File: src/rtl/uwire_pkg.sv
package uwire_pkg;

   typedef enum logic [1:0] {
      ST_IDLE = 2'd0,
      ST_LEAD = 2'd1,
      ST_RUN  = 2'd2
   } uw_state_e;

endpackage

File: src/rtl/uwire_cfg.sv
module uwire_cfg #(
   parameter int PSC_W     = 8,
   parameter int SCR_W     = 8,
   parameter int LEN_W     = 5,
   parameter int MIN_RSP_W = 4,
   parameter int MAX_RSP_W = 16,
   localparam int HW       = PSC_W - 1
) (
   input  logic             clk,
   input  logic             rst_n,
   input  logic             load,
   input  logic [PSC_W-1:0] psc_in,
   input  logic [SCR_W-1:0] scr_in,
   input  logic [LEN_W-1:0] len_in,
   output logic [HW-1:0]    half_q,
   output logic [SCR_W-1:0] scr_q,
   output logic [LEN_W-1:0] len_q
);

   logic [HW-1:0]    half_d;
   logic [LEN_W-1:0] len_d;

   // Half of the even divisor; a zero result is raised to one.
   always_comb begin
      half_d = HW'(psc_in >> 1);
      if (half_d == '0) half_d = HW'(1);
   end

   always_comb begin
      if (int'(len_in) < MIN_RSP_W)      len_d = LEN_W'(MIN_RSP_W);
      else if (int'(len_in) > MAX_RSP_W) len_d = LEN_W'(MAX_RSP_W);
      else                               len_d = len_in;
   end

   always_ff @(posedge clk or negedge rst_n) begin
      if (!rst_n) begin
         half_q <= HW'(1);
         scr_q  <= '0;
         len_q  <= LEN_W'(MIN_RSP_W);
      end else if (load) begin
         half_q <= half_d;
         scr_q  <= scr_in;
         len_q  <= len_d;
      end
   end

endmodule

File: src/rtl/uwire_clkdiv.sv
module uwire_clkdiv #(
   parameter int HW    = 7,
   parameter int SCR_W = 8
) (
   input  logic             clk,
   input  logic             rst_n,
   input  logic             run,
   input  logic [HW-1:0]    half,
   input  logic [SCR_W-1:0] scr,
   output logic             hstep
);

   logic [HW-1:0]    pcnt;
   logic [SCR_W-1:0] scnt;
   logic             pend;
   logic             send;

   assign pend  = (pcnt == half - HW'(1));
   assign send  = (scnt == scr);
   assign hstep = run && pend && send;

   always_ff @(posedge clk or negedge rst_n) begin
      if (!rst_n) begin
         pcnt <= '0;
         scnt <= '0;
      end else if (!run) begin
         pcnt <= '0;
         scnt <= '0;
      end else if (pend) begin
         pcnt <= '0;
         scnt <= send ? '0 : scnt + SCR_W'(1);
      end else begin
         pcnt <= pcnt + HW'(1);
      end
   end

endmodule

File: src/rtl/uwire_shift.sv
module uwire_shift #(
   parameter int CMD_W = 8,
   parameter int RSP_W = 16
) (
   input  logic             clk,
   input  logic             rst_n,
   input  logic             load,
   input  logic [CMD_W-1:0] cmd_in,
   input  logic             tx_adv,
   input  logic             rx_cap,
   input  logic             rxd,
   output logic             tx_bit,
   output logic [RSP_W-1:0] rx_next
);

   logic [CMD_W-1:0] csh;
   logic [RSP_W-1:0] rsh;

   assign tx_bit  = csh[CMD_W-1];
   assign rx_next = RSP_W'({rsh, rxd});

   // Clearing at frame start leaves a short response right-justified.
   always_ff @(posedge clk or negedge rst_n) begin
      if (!rst_n) begin
         csh <= '0;
         rsh <= '0;
      end else if (load) begin
         csh <= cmd_in;
         rsh <= '0;
      end else begin
         if (tx_adv) csh <= csh << 1;
         if (rx_cap) rsh <= rx_next;
      end
   end

endmodule

File: src/rtl/uwire_master.sv
module uwire_master #(
   parameter int CMD_W      = 8,
   parameter int MIN_RSP_W  = 4,
   parameter int MAX_RSP_W  = 16,
   parameter int PSC_W      = 8,
   parameter int SCR_W      = 8,
   parameter int LEAD_STEPS = 4,
   localparam int LEN_W     = $clog2(MAX_RSP_W + 1)
) (
   input  logic                 clk,
   input  logic                 rst_n,
   input  logic                 enable,
   input  logic [CMD_W-1:0]     cmd_byte,
   input  logic [LEN_W-1:0]     rsp_len,
   input  logic [PSC_W-1:0]     psc_div,
   input  logic [SCR_W-1:0]     scr_val,
   input  logic                 rxd,
   output logic                 sclk,
   output logic                 fss_n,
   output logic                 txd,
   output logic [MAX_RSP_W-1:0] rsp_data,
   output logic                 done
);
   import uwire_pkg::*;

   localparam int HW     = PSC_W - 1;
   localparam int BITN_W = $clog2(CMD_W + MAX_RSP_W + 2);
   localparam int LCNT_W = $clog2(LEAD_STEPS);

   if (MIN_RSP_W < 1 || MAX_RSP_W < MIN_RSP_W) begin : g_bad_len
      initial $fatal(1, "response length bounds are inconsistent");
   end
   if (CMD_W < 2 || PSC_W < 2 || SCR_W < 1) begin : g_bad_width
      initial $fatal(1, "command, prescale or rate width too small");
   end
   if (LEAD_STEPS < 4 || (1 << LCNT_W) != LEAD_STEPS) begin : g_bad_lead
      initial $fatal(1, "lead must be a power of two of at least four half steps");
   end

   uw_state_e            state;
   logic [BITN_W-1:0]    bitn;
   logic [LCNT_W-1:0]    lcnt;
   logic                 sclk_q;
   logic                 fss_q;
   logic                 done_q;
   logic [MAX_RSP_W-1:0] rsp_q;

   logic [HW-1:0]        half_q;
   logic [SCR_W-1:0]     scr_q;
   logic [LEN_W-1:0]     len_q;
   logic                 hstep;
   logic                 busy;
   logic                 tx_bit;
   logic [MAX_RSP_W-1:0] rx_next;

   logic [BITN_W-1:0]    last_idx;
   logic                 at_last;
   logic                 run_rise;
   logic                 run_fall;
   logic                 frame_start;
   logic                 tx_adv;
   logic                 rx_cap;

   assign busy        = (state != ST_IDLE);
   assign last_idx    = BITN_W'(CMD_W) + BITN_W'(len_q);
   assign at_last     = (bitn == last_idx);
   assign run_rise    = (state == ST_RUN) && hstep && !sclk_q;
   assign run_fall    = (state == ST_RUN) && hstep && sclk_q;
   assign frame_start = (!busy && enable) || (run_fall && at_last && enable);
   assign tx_adv      = run_fall && (bitn < BITN_W'(CMD_W));
   assign rx_cap      = run_rise && (bitn > BITN_W'(CMD_W));

   uwire_cfg #(
      .PSC_W     (PSC_W),
      .SCR_W     (SCR_W),
      .LEN_W     (LEN_W),
      .MIN_RSP_W (MIN_RSP_W),
      .MAX_RSP_W (MAX_RSP_W)
   ) u_cfg (
      .clk    (clk),
      .rst_n  (rst_n),
      .load   (!busy && !enable),
      .psc_in (psc_div),
      .scr_in (scr_val),
      .len_in (rsp_len),
      .half_q (half_q),
      .scr_q  (scr_q),
      .len_q  (len_q)
   );

   uwire_clkdiv #(
      .HW    (HW),
      .SCR_W (SCR_W)
   ) u_div (
      .clk   (clk),
      .rst_n (rst_n),
      .run   (busy),
      .half  (half_q),
      .scr   (scr_q),
      .hstep (hstep)
   );

   uwire_shift #(
      .CMD_W (CMD_W),
      .RSP_W (MAX_RSP_W)
   ) u_shift (
      .clk     (clk),
      .rst_n   (rst_n),
      .load    (frame_start),
      .cmd_in  (cmd_byte),
      .tx_adv  (tx_adv),
      .rx_cap  (rx_cap),
      .rxd     (rxd),
      .tx_bit  (tx_bit),
      .rx_next (rx_next)
   );

   always_ff @(posedge clk or negedge rst_n) begin
      if (!rst_n) begin
         state  <= ST_IDLE;
         bitn   <= '0;
         lcnt   <= '0;
         sclk_q <= 1'b0;
         fss_q  <= 1'b1;
         done_q <= 1'b0;
         rsp_q  <= '0;
      end else begin
         done_q <= 1'b0;
         unique case (state)
            ST_IDLE: begin
               if (enable) begin
                  state <= ST_LEAD;
                  fss_q <= 1'b0;
                  bitn  <= '0;
                  lcnt  <= '0;
               end
            end
            ST_LEAD: begin
               if (hstep) begin
                  if (lcnt == LCNT_W'(LEAD_STEPS - 1)) state <= ST_RUN;
                  lcnt <= lcnt + LCNT_W'(1);
               end
            end
            ST_RUN: begin
               if (hstep) begin
                  if (!sclk_q) begin
                     sclk_q <= 1'b1;
                     if (at_last) begin
                        done_q <= 1'b1;
                        rsp_q  <= rx_next;
                     end
                  end else begin
                     sclk_q <= 1'b0;
                     if (at_last) begin
                        bitn <= '0;
                        if (!enable) begin
                           state <= ST_IDLE;
                           fss_q <= 1'b1;
                        end
                     end else begin
                        bitn <= bitn + BITN_W'(1);
                     end
                  end
               end
            end
            default: state <= ST_IDLE;
         endcase
      end
   end

   assign sclk     = sclk_q;
   assign fss_n    = fss_q;
   assign txd      = busy && (bitn < BITN_W'(CMD_W)) && tx_bit;
   assign done     = done_q;
   assign rsp_data = rsp_q;

endmodule

File: config.mk
export PLATFORM = sky130hd
export DESIGN_NAME = uwire_master
export DESIGN_NICKNAME = d
export VERILOG_FILES = /design/src/rtl/uwire_pkg.sv /design/src/rtl/uwire_cfg.sv /design/src/rtl/uwire_clkdiv.sv /design/src/rtl/uwire_shift.sv /design/src/rtl/uwire_master.sv
export SDC_FILE = /design/constraint.sdc
export NUM_CORES = 1
export LEC_CHECK = 0
export ABC_CLOCK_PERIOD_IN_PS = 3200
export BUFFER_PORTS_ARGS = -buffer_cell sky130_fd_sc_hd__buf_2
export CAP_MARGIN = 5
export CORE_ASPECT_RATIO = 1.5
export CORE_MARGIN = 10
export CORE_UTILIZATION = 35
export CTS_BUF_LIST = sky130_fd_sc_hd__clkbuf_4
export CTS_CLUSTER_SIZE = 40
export DETAILED_ROUTE_END_ITERATION = 16
export PLACE_DENSITY = 0.53
export SKIP_LAST_GASP = 1
export SYNTH_ARGS = -nofsm -noshare
export SYNTH_HDL_FRONTEND = slang
export SYNTH_SLANG_ARGS = --single-unit
File: constraint.sdc
create_clock -name clk -period 3.2 [get_ports clk]
set_input_delay 0.16 -clock clk [delete_from_list [all_inputs] [get_ports clk]]
set_output_delay 0.16 -clock clk [all_outputs]
set_load 0.05 [all_outputs]
## Word-level counts from Yosys, hierarchy flattened

Cells that the tools add are included.

- Input port bits: 33
- Register bits: 86
- Output and inout bits: 20
- Logic and storage cells: 108

- Equality and inequality tests: 14
- Multiplexer cells: 39
- Add/subtract/negate cells: 6
- Bitwise gates (word level): 1
- Order comparisons: 4
- Reductions and logical operators: 30

Operator list:

| cell | count |
|---|---|
| 2-to-1 mux 8 bit | 5 |
| 2-to-1 mux 15 bit | 2 |
| 2-to-1 mux 5 bit | 6 |
| 2-to-1 mux 7 bit | 3 |
| 2-to-1 mux 2 bit | 9 |
| inequality test 2 bit, second input constant | 7 |
| logical AND 1 bit | 13 |
| 2-to-1 mux 1 bit | 10 |
| case mux 5 bit (2 select lines) | 1 |
| nonzero test 2 bit | 5 |
| adder 8 x 1 -> 8 bit, second input constant | 1 |
| equality test 8 bit | 1 |
| AND reduction 4 bit | 2 |
| adder 7 x 1 -> 7 bit, second input constant | 1 |
| equality test 7 bit | 1 |
| logical NOT 7 bit | 1 |
| AND reduction 7 bit | 1 |
| subtractor 7 x 1 -> 7 bit, second input constant | 1 |
| case mux 2 bit (3 select lines) | 1 |
| AND reduction 6 bit | 1 |
| adder 4 x 5 -> 5 bit, first input constant | 1 |
| adder 5 x 1 -> 5 bit, second input constant | 1 |
| equality test 5 bit | 1 |
| greater-than comparator 5 x 4 -> 1 bit, second input constant | 1 |
| 15 further kinds | 18 |

## Longest topological paths before layout

- Word-level depth: 10
- Gate-level depth with buffers: 10
- Depth with buffers taken out: 8

## Cells and area by module

From an unflattened synthesis, not the netlist that was laid out.

- Cells, all modules: 374
- Area, all modules: 4297.9 µm²

Modules (own cells, without submodules):

| module | instances | cells an instance | sequential area each (µm²) | area an instance (µm²) |
|---|---|---|---|---|
| uwire_master | 1 | 120 | 701.9 | 1428.9 |
| uwire_clkdiv | 1 | 118 | 375.4 | 1089.8 |
| uwire_shift | 1 | 84 | 575.6 | 987.2 |
| uwire_cfg | 1 | 52 | 503.0 | 792.0 |

## Worst setup path before layout

Ideal clock, no wire load.

- Path type: flip-flop to flip-flop
- Start: register u_cfg.half_q[0]
- End: register u_shift.csh[5]
- Slack: 226 ps
- Cell stages (with the launch flop): 10
- Data arrival time: 2849 ps
- Path buffers: 1
- Required time: 3075 ps
- Period minus slack after synthesis: 2974 ps
- Library setup time: 125 ps
- Cells stage by stage: dfstp_2 > inv_1 > ha_1 > nand2b_1 > o211a_1 > o31ai_1 > o2111ai_4 > o31ai_4 > buf_6 > mux2_4

- Longest elaborated chain between the ends: 10
- Elaborated cells on any way between the ends: 12
- Those cells by class: add/sub (1); eq/ne (1); mux (1); reduce/logical (9)

Ends and longest elaborated chain:

| element | RTL line | RTL |
|---|---|---|
| start, declared | uwire_cfg.sv:15 | `output logic [HW-1:0] half_q,` |
| start signal, assigned | uwire_cfg.sv:41 | `half_q <= half_d;` |
| subtractor 7 x 1 -> 7 bit (*) | uwire_clkdiv.sv:18 | `assign pend = (pcnt == half - HW'(1));` |
| equality test 7 bit (*) | uwire_clkdiv.sv:18 |  |
| logical AND 1 bit (*) (2 in a row) | uwire_clkdiv.sv:20 | `assign hstep = run && pend && send;` |
| logical AND 1 bit (*) (2 in a row) | uwire_master.sv:68 | `assign run_fall = (state == ST_RUN) && hstep && sclk_q;` |
| logical AND 1 bit (2 in a row) | uwire_master.sv:69 | `assign frame_start = (!busy && enable) \|\| (run_fall && at_last && enable);` |
| logical OR 1 bit | uwire_master.sv:69 |  |
| 2-to-1 mux 8 bit or nonzero test 2 bit (tied branches) | -- |  |
| end signal, assigned | uwire_shift.sv:28 | `csh <= cmd_in;` |
| end signal, assigned | uwire_shift.sv:31 | `if (tx_adv) csh <= csh << 1;` |
| end, declared | uwire_shift.sv:16 | `logic [CMD_W-1:0] csh;` |

Every way passes the cells marked *; elsewhere a longest branch is shown, timed or not.
A chain may end at the register's enable or synchronous reset.

## Worst setup path after layout

- Start: register u_cfg.half_q[0]
- End: register u_shift.csh[1]

The elaborated chain is that of the path after synthesis.

==> impl_metrics.toml <==
[run_status]
outcome = "completed"

[setup_path]
critPathKind = "reg -> reg"
required_ns = 3.54
cp_max_fo = 9
worstSetupEndpointType = "register"
crit_buf_inv = 2
worstPathCellList = "inv_1 > ha_1 > nand2b_1 > o211a_1 > o31ai_1 > buf_4 > o2111ai_4 > o31ai_4 > mux2_2"
arrival_ns = 3.20
max_stage_delay_ns = 0.58
path_delay_family = "compound AO/OA/AOI/OAI gates"
slowest_stage = "dfstp_2"
crit_path_start_kind = "register"

[clock_tree]
numCtsBuffers = 9
cts_tree = "done"
h-tree-depth = 3
cts_setup_buffers = 0
root_buffer = "clkbuf_4"
clk_latency_ns = 0.43
cts.sinks = 86
clkTransAtPathRegs_ns = 0.13
cts_buffer_depth = 2

[sta]
setup_viol = 0
drv_slew = 0
relSlewSlack_pct = 63.27
tightest_slew_ns = 0.5509
fin_crit_ns = 2.858
timing.setup.tns_ns = 0
rsz0062_at_grt = "no"
worst_clock_skew_ns = 0.01247
fmax_ghz = 0.3499
post-route-period-util_pct = 89.32
finalHoldViolCount = 0

[global_route]
grt_max_degree = 36
grt.total_usage_pct = 11.00
gr-total-overflow = 0
top_usage_layer = "met2"
use_met2_pct = 19.71
grt_use_met1_pct = 11.74
antenna_found_initial = 0
gr-usage-met3_pct = 3.536
grt_pass1_vias = 3235
grt_pass1_wl_mm = 15.04

[yosys]
synth_area_um2 = 4234
syn_avg_cell_area_um2 = 11.96
synth_top_cell_by_area = "dfrtp_1"
ys_types = 54
yosys.area.top_type_share_pct = 49.05
synthArstFlopShare_pct = 100.0
ys.warnings.count = 0
ys_seq_area_share_pct = 50.92
synth_cells = 354
synth-edff-count = 0
synthTopCellsByArea = "dfrtp_1 (49%), mux2_2 (12%), xnor2_1 (4.6%)"
synth_nets = 393
synth_seq_cells = 86
synth_commonest_cells = "dfrtp_1 (83), mux2_2 (44), nor2_1 (32), xnor2_1 (22), mux2i_1 (18)"
ys.flop_type = "dfrtp_1"
synth.most_common_cell = "dfrtp_1"

[placed_design]
portBuffers = 51
hpwl_mm = 6.629
gp_congestion = 0.7634
place_area_um2 = 4710

[detailed_routing]
vias = 2996
drt_iter0_markers = 157
drt-pass1-iter-count = 4
drc_errors = 0
wl_mm = 8.989
wl_per_cell_um = 14.83
routed_via_density = 4.944
antenna_left = 0

[pwr]
ir_drop_mv = 0.2357
power_density_nw_per_um2 = 483.5
power_leakage_nw = 2.346

[floorplanning]
die_h_um = 154.7
dieArea_um2 = 16990
core_um2 = 11890
chipWidth_um = 109.8
io_pins = 53
num_rows = 49
initial_utilization_pct = 35.60

[finish]
area_delta_synth_final_pct = 21.57
diodes = 0
layout-drive-gt1-share_pct = 30.68
final_nets = 487
postLayoutCellArea_um2 = 5147

[flow_run]
drv_cap = 0

[worst_hold_path]
hold_class = "in -> reg"
[metal layers]
metal	wire length, um	up-vias
met5	0	-
met4	119	0
met3	453	12
met2	4818	49
met1	3597	1470
li1	-	1465
[final timing paths]
| kind | endpoint | cells after the start | start | slack (ns) |
|---|---|---|---|---|
| hold / removal | state[1] | 3 | enable | 0.13 |
| max in group asynchronous | fss_n | 3 | rst_n | 2.25 |
| min in group asynchronous | rsp_data[11] | 2 | rst_n | 0.15 |
| hold reg to reg | rsp_data[12] | 1 | rsp_data[12] | 0.52 |
| setup / recovery | u_shift.csh[1] | 9 | u_cfg.half_q[0] | 0.34 |
| setup reg to reg | u_shift.csh[1] | 9 | u_cfg.half_q[0] | 0.34 |
[kinds of logic (layout without fill, tap and decap cells)]
logic type | after synthesis | count (layout) | synth area share [%]
XOR/XNOR | 28 | 28 | 5.792
adder cells (fa/ha/maj) | 6 | 6 | 1.773
buffers and inverters | 21 | 120 | 2.659
AO/OA/AOI/OAI | 44 | 44 | 8.777
AND/OR/NAND/NOR | 104 | 104 | 13.06
flip-flops | 86 | 86 | 50.92
multiplexers | 65 | 65 | 17.02
[cells in the final DEF (no fill, tap or decap), drive strengths merged, types with 5 or more instances in the layout]
master / n
dfrtp: 83
buf: 65
mux2: 47
nor2: 32
dlygate4sd3: 30
xnor2: 22
mux2i: 18
nand2: 13
clkbuf: 12
inv: 9
nor3: 9
nand2b: 8
nand3: 8
a31oi: 7
xor2: 6
o21ai: 6
ha: 6
and3: 5
a22o: 5
[final cells by class]
cell class	instances	area, um^2
Fill cell	1197	6746
Sequential cell	86	2156
Multi-Input combinational cell	247	1966
Timing Repair Buffer	95	663.1
Tap cell	153	191.4
Clock buffer	12	90.09
Clock inverter	4	47.55
Inverter	9	33.78
[registers in the layout, summed over array words and instances (netlist names), 5 cells and up]
name,cells
u_cfg.len_q,5
u_cfg.half_q,7
u_shift.csh,8
u_div.scnt,8
u_div.pcnt,7
u_shift.rsh,15
rsp_data,16
u_cfg.scr_q,8
bitn,5
[per-stage QoR]
step | power, W | hold WS, ns | cells | setup WS, ns | util, %
floorplan | 0.001685 | -0.1356 | 354 | 0.2259 | -
global placement | 0.001848 | 0.08119 | 560 | 0.3816 | 39.60
detailed placement | 0.001865 | 0.07891 | 560 | 0.3280 | 39.60
CTS | 0.002532 | 0.09580 | 606 | 0.3180 | 43.28
global route | 0.002655 | 0.1224 | 606 | 0.07975 | 43.28
finish | 0.002489 | 0.1259 | 606 | 0.3419 | 43.28
[power by group]
part / switching [W] / internal [W]
logic: 0.000258 / 0.000280
clock network: 0.000354 / 0.000263
registers: 0.000129 / 0.00120
total: 0.000742 / 0.00175
[repair_timing]
item,in CTS,in global routing
hold buffers,30,0
gates resized for setup,0,0
endpoints found under the hold margin,52,0
[tightest hold or removal path: stages]
cell and delay, ns:
buf_2 0.13, o31a_1 0.15, a31o_2 0.09
Power figures use the tool's default switching activity.
